File: src/rtl/ccs_pkg.sv
package ccs_pkg;
  typedef enum logic [1:0] {
    CCS_CLEAR = 2'd0,
    CCS_LOAD  = 2'd1,
    CCS_STEP  = 2'd2,
    CCS_HOLD  = 2'd3
  } ccs_op_e;
endpackage

File: src/rtl/ccs_ctrl.sv
// Priority decode: clear, then preset, then step, else hold.
module ccs_ctrl
  import ccs_pkg::*;
(
  input  logic    rst_n,
  input  logic    load_n,
  input  logic    step_en,
  input  logic    chain_en,
  output ccs_op_e op
);
  always_comb begin
    if (!rst_n)                   op = CCS_CLEAR;
    else if (!load_n)             op = CCS_LOAD;
    else if (step_en && chain_en) op = CCS_STEP;
    else                          op = CCS_HOLD;
  end
endmodule

File: src/rtl/ccs_next.sv
module ccs_next
  import ccs_pkg::*;
#(
  parameter int W = 4
) (
  input  ccs_op_e      op,
  input  logic [W-1:0] cur,
  input  logic [W-1:0] load_val,
  output logic [W-1:0] nxt
);
  localparam logic [W-1:0] ONE = {{(W-1){1'b0}}, 1'b1};

  always_comb begin
    unique case (op)
      CCS_CLEAR: nxt = '0;
      CCS_LOAD:  nxt = load_val;
      CCS_STEP:  nxt = cur + ONE;
      default:   nxt = cur;
    endcase
  end
endmodule

File: src/rtl/ccs_reg.sv
module ccs_reg #(
  parameter int W         = 4,
  parameter bit ASYNC_RST = 1'b1
) (
  input  logic         clk,
  input  logic         rst_n,
  input  logic [W-1:0] nxt,
  output logic [W-1:0] q
);
  generate
    if (ASYNC_RST) begin : g_async
      always_ff @(posedge clk or negedge rst_n) begin
        if (!rst_n) q <= '0;
        else        q <= nxt;
      end
      AST_ASYNC_CLEAR: assert property (@(posedge clk)
        !rst_n |-> q == '0);
    end else begin : g_sync
      always_ff @(posedge clk) begin
        q <= nxt;
      end
      AST_SYNC_CLEAR: assert property (@(posedge clk)
        !rst_n |=> q == '0);
    end
  endgenerate
endmodule

File: src/rtl/ccs_carry.sv
// Look-ahead terminal count: no register on the path to the next stage.
module ccs_carry #(
  parameter int W = 4
) (
  input  logic [W-1:0] cur,
  input  logic         chain_en,
  output logic         tc
);
  always_comb tc = chain_en & (&cur);
endmodule

File: src/rtl/casc_count_stage.sv
module casc_count_stage
  import ccs_pkg::*;
#(
  parameter int W         = 4,
  parameter bit ASYNC_RST = 1'b1
) (
  input  logic         clk,
  input  logic         rst_n,
  input  logic         load_n,
  input  logic [W-1:0] load_val,
  input  logic         step_en,
  input  logic         chain_en,
  output logic [W-1:0] count_q,
  output logic         tc_out
);
  localparam logic [W-1:0] ONE = {{(W-1){1'b0}}, 1'b1};

  ccs_op_e      op;
  logic [W-1:0] nxt;

  ccs_ctrl u_ctrl (
    .rst_n(rst_n), .load_n(load_n), .step_en(step_en),
    .chain_en(chain_en), .op(op)
  );

  ccs_next #(.W(W)) u_next (
    .op(op), .cur(count_q), .load_val(load_val), .nxt(nxt)
  );

  ccs_reg #(.W(W), .ASYNC_RST(ASYNC_RST)) u_reg (
    .clk(clk), .rst_n(rst_n), .nxt(nxt), .q(count_q)
  );

  ccs_carry #(.W(W)) u_carry (
    .cur(count_q), .chain_en(chain_en), .tc(tc_out)
  );

  AST_STEP_ADDS_ONE: assert property (@(posedge clk) disable iff (!rst_n)
    load_n && step_en && chain_en |=> count_q == $past(count_q) + ONE);
  AST_IDLE_HOLDS: assert property (@(posedge clk) disable iff (!rst_n)
    load_n && !(step_en && chain_en) |=> $stable(count_q));
  AST_PRESET_LANDS: assert property (@(posedge clk) disable iff (!rst_n)
    !load_n |=> count_q == $past(load_val));
  AST_TC_AT_TOP: assert property (@(posedge clk) disable iff (!rst_n)
    tc_out |-> count_q == '1);
  AST_TC_THEN_WRAP: assert property (@(posedge clk) disable iff (!rst_n)
    tc_out && step_en && load_n |=> count_q == '0);
endmodule

File: config.mk
export PLATFORM = sky130hd
export DESIGN_NAME = casc_count_stage
export DESIGN_NICKNAME = d
export VERILOG_FILES = /design/src/rtl/ccs_pkg.sv /design/src/rtl/ccs_ctrl.sv /design/src/rtl/ccs_next.sv /design/src/rtl/ccs_reg.sv /design/src/rtl/ccs_carry.sv /design/src/rtl/casc_count_stage.sv
export SDC_FILE = /design/constraint.sdc
export NUM_CORES = 1
export LEC_CHECK = 0
export BUFFER_PORTS_ARGS = -buffer_cell sky130_fd_sc_hd__buf_2
export CAP_MARGIN = 20
export CORE_AREA = 2 2 39 41
export DETAILED_ROUTE_END_ITERATION = 8
export DIE_AREA = 0 0 41 43
export GPL_TIMING_DRIVEN = 0
export HOLD_SLACK_MARGIN = 0.15
export REMOVE_ABC_BUFFERS = 1
export SKIP_CTS_REPAIR_TIMING = 1
export SLEW_MARGIN = 15
export SYNTH_ARGS = -nofsm -noshare
export SYNTH_HDL_FRONTEND = slang
export SYNTH_SLANG_ARGS = --single-unit
File: constraint.sdc
create_clock -name clk -period 1.9 [get_ports clk]
set_clock_uncertainty 0.1 [all_clocks]
set_input_delay 0.19 -clock clk [delete_from_list [all_inputs] [get_ports clk]]
set_output_delay 0.19 -clock clk [all_outputs]
set_load 0.05 [all_outputs]
* After elaboration in Yosys (flattened, before gate mapping)
Index checks and enable logic that the tools add are counted.
Widths: inputs -> output; s select.
** Word-level totals
- Bits in registers :: 4
- Bits in latches :: 0
- RAM bits :: 0
- Bits in read-only memories :: 0
- Output and inout port bits :: 5
- Logic and storage cells :: 13
- Memories kept :: 0
** Operators by class
- Add/sub/neg operators :: 1
- Multipliers :: 0
- Div/mod/pow operators :: 0
- Order comparisons :: 0
- Equal/unequal tests :: 2
- Shift-type cells :: 0
- Multiplexer cells :: 4
- Bitwise logic cells :: 1
- Reductions and logical operators :: 4
** Operator list (number)
- $pmux 4 s3 :: 1
- $add 4x1->4 const B :: 1
- $mux 2 :: 2
- $reduce_and 4->1 :: 1
- $reduce_bool 3->1 :: 1
- $eq 2x1->1 const B :: 1
- $eq 2x2->1 const B :: 1
- $logic_not 2->1 :: 1
- $and 1x1->1 :: 1
- $logic_and 1x1->1 :: 1
- $mux 1 :: 1

* Logic depth before layout (Yosys ltp)
- Word-level depth :: 6
- Gate-level depth with buffers :: 4
- Gate-level depth less buffers :: 4

* Cells and area by module
A second synthesis with hierarchy kept.
** Second synthesis, totals
- Cell total of the unflattened synthesis :: 29
- Area total of the unflattened synthesis :: 289.0 um^2
** By module, submodules not included
- ccs_next :: times used 1, cells each 19, area each 158.9 um^2
- ccs_reg :: times used 1, cells each 4, area each 100.1 um^2
- ccs_ctrl :: times used 1, cells each 3, area each 17.5 um^2
- ccs_carry :: times used 1, cells each 3, area each 12.5 um^2

* Worst setup path before layout
No wires, ideal clock.
- Kind :: reg-to-output
- Start point :: register u_reg.q[0]
- End point :: output port tc_out
- Arrival time :: 1.275 ns
- Data required time :: 1.610 ns
- Slack :: 0.335 ns
- Stages on the path, launching flop included :: 3
- Path buffers :: 0
- Path through :: dfrtp_1 > ha_1 > and4_2
** On the way
- Word-level cells in the longest chain between the ends :: 2
** Ends and longest elaborated chain
- start, declared :: line ccs_reg.sv:8 : output logic [W-1:0] q
- start signal, assigned :: line ccs_reg.sv:14 : else q <= nxt;
- $reduce_and 4->1 :: line ccs_carry.sv:9 : always_comb tc = chain_en & (&cur);
- $and 1x1->1 :: line ccs_carry.sv:9
- end, declared :: line casc_count_stage.sv:14 : output logic tc_out
Every way passes these cells.

* Final worst setup path
- Start point :: register u_reg.q[0]
- End point :: register u_reg.q[2]
** On the way
- Word-level cells in the longest chain between the ends :: 2
** Ends and longest elaborated chain
- $add 4x1->4 :: line ccs_next.sv:17 : CCS_STEP: nxt = cur + ONE;
- $pmux 4 s3 :: line ccs_next.sv:14 : unique case (op)
Every way passes these cells.
A chain may end at the register's enable or synchronous reset.

==> impl_metrics.yaml <==
yosys:
  syn_area_per_cell_um2: 9.38
  ys_seq_area_share_pct: 44.4
  synthesis.area_um2: 225
  ys_types: 15
  synth_mux_area_share_pct: 0
  synth_area_leaders: "dfrtp_1, xor2_1, nand3_1, o21ai_0, ha_1"
  ys_async_sr_fraction_pct: 100
  synth_compound_area_share_pct: 18.9
  synth_top_family_by_area: "simple AND/OR/NAND/NOR gates"
  synth_adder_area_share_pct: 5.56
  synth-edff-count: 0
  synth_xor_area_share_pct: 7.78
  ys_seq_elements: 4
  synth_top_area_share_pct: 44.4
  yosysWarnings: 0
  netlist_top_cells_count: "dfrtp_1, nand3_1, o21ai_0"
  synth_simple_gate_area_share_pct: 21.7
  yosysMostFrequentCell: "dfrtp_1"
  syn_inst: 24
  ys.flop_type: "dfrtp_1"
  synth.largest_area_cell: "dfrtp_1"
global_routing:
  antenna_found_initial: 0
  track_usage_pct: 7.55
  grt-ovfl-total: 0
  grt_pass1_vias: 195
  grt_max_degree: 9
  grt_first_pass_wirelength_um: 828
setup_path:
  path_cells: "ha_1 -> nand3_1 -> xor2_1 -> a21oi_1 -> dlygate4sd3_1"
  slowest_delay_ns: 0.55
  rr_endpoint: "u_reg.q[2]$_DFFE_PN0P_"
  critical_path_class: "flop to flop"
  start_kind: "flop"
  rrSetupSlack_ns: 0.16
  r2r_cells: 5
  cp.arrival_ns: 1.76
  crit_fanout: 4
  end_kind: "flop"
  crit_start: "u_reg.q[0]$_DFFE_PN0P_"
  required_ns: 1.92
  regToRegStartpoint: "u_reg.q[0]$_DFFE_PN0P_"
  crit_slowest_cell: "dlygate4sd3_1"
clocking:
  worstSkewPairLatency_ns: 0.24
  cts-root-buf: "clkbuf_4"
  clk_pin_slew_worst_paths_ns: 0.04
  htreeDepth: 1
  numCtsBuffers: 3
  cts_tree: "yes"
  cts_sinks: 4
  clockBufferDepth: 2
min_path:
  holdPathEnd: "u_reg.q[0]$_DFFE_PN0P_"
  whs_path_depth: 3
  hp-class: "input pin to flop"
  hp-start: "load_val[0]"
timing:
  layout_setup_ws_ns: 0.161
  rsz0062_at_grt: "no"
  final.setup.tns_ns: 0
  relSlewSlack_pct: 83.6
  slew_viol_final: 0
  setup_violations: 0
  fin_crit_sh_pct: 91.5
  worstMarginPinSlew_ns: 0.248
  max_freq_mhz: 575
  min_period_ns: 1.74
  finalHoldViolCount: 0
route:
  drtIter0Drc: 10
  drt-pass1-iter-count: 4
  drt-vias-per-instance: 4.15
  drc: 0
  dr_total_vias: 249
  wl_um: 576
  wl_per_cell_um: 9.60
  detail-route-antenna-nets: 0
floorplan:
  io_pins: 14
  core.rowCount: 14
  dieArea_um2: 1760
  core_um2: 1380
  initial_core_util_pct: 16.3
  die_w_um: 41
  die_y_um: 43
layout:
  largest_register_ffs: 4
  syn_to_final_growth_pct: 65.6
  regMostFlops: "u_reg.q"
  antenna_cells: 0
  drive_above_1_share_pct: 40.9
  multi_input_area_um2: 121
  finalNetCount: 56
  largestRegisters: "u_reg.q x4"
  register_area_um2: 100
  fillerInstances: 155
power:
  ir_drop_mv: 0.333
  leakage_uw: 0.000184
  power.density_nw_per_um2: 735
place:
  dp_slack_ns: 0.598
  port_buffers: 13
  dpl.hpwl_um: 418
  place.gp.congestion: 0.707
job:
  drv_cap: 0
outcome:
  outcome: "finished clean"
==> cells by family after synthesis <==
logic type                 count (synthesis)
AOI/OAI and AO/OA                          7
xor gates and xnor gates                   2
adders and majority gates                  1
buffers and inverters                      1
DFF                                        4
and+or+nand+nor                            9
==> metrics by stage <==
stage / cell area [um2] / hold WS [ns] / total power [uW] / utilization, % / instances
floorplan: 225 / -0.206 / 135 / - / 24
global placement: 310 / -0.0814 / 158 / 22.4 / 53
detailed placement: 310 / -0.0828 / 158 / 22.4 / 53
CTS: 333 / -0.339 / 270 / 24.1 / 56
global route: 373 / 0.157 / 290 / 26.9 / 60
finish: 373 / 0.123 / 274 / 26.9 / 60
==> worst max path at each step <==
stage / end / slack [ns]
after global placement: tc_out / 0.61
after floorplan: tc_out / 0.34
after global routing: u_reg.q[2]$_DFFE_PN0P_ / 0.03
after detailed placement: tc_out / 0.60
final: u_reg.q[2]$_DFFE_PN0P_ / 0.16
after CTS: tc_out / 0.34
==> where the power goes <==
part,total [uW],switching [uW],internal [uW]
clock network,111,39.5,71.0
logic,65.4,41.6,23.7
registers,98.4,6.51,91.8
total,274,87.7,187
==> worst max-delay path, delay by kind of cell (launching register included) <==
family                   cells  cell delay, ns
buffers and inverters        1            0.55
flip-flops                   1            0.41
adder cells (fa/ha/maj)      1            0.22
XOR/XNOR                     1            0.17
AND/OR/NAND/NOR              1            0.08
AO/OA/AOI/OAI                1            0.08
==> cell usage in the layout (no fill, tap or decap) <==
master,netlist,routed
nand2_2,1,1
o21ai_0,3,3
dlygate4sd3_1,0,4
clkbuf_4,0,3
a311oi_1,1,1
and4_2,1,1
dfrtp_1,4,4
nand3_1,3,3
a21oi_1,1,1
a211oi_1,1,1
a31oi_1,1,1
nor2_1,2,2
or3_1,1,1
nand2_1,1,1
ha_1,1,1
inv_1,1,1
xor2_1,2,2
buf_2,0,13
==> layer usage <==
layer / global-route usage, % / routed length, um
met2: 8.13 / 201
met5: 0 / 0
met3: 6.28 / 70
met1: 10.1 / 304
met4: 4.00 / 0
==> area by class of cell <==
cell class                 count  share of cell area, %
timing repair buffer          17                   28.2
inverter                       1                   1.01
sequential                     4                   26.8
multi-input combinational     19                   32.6
clock buffer                   3                   6.04
tap                           16                   5.37
(Power assumes the default switching activity.)
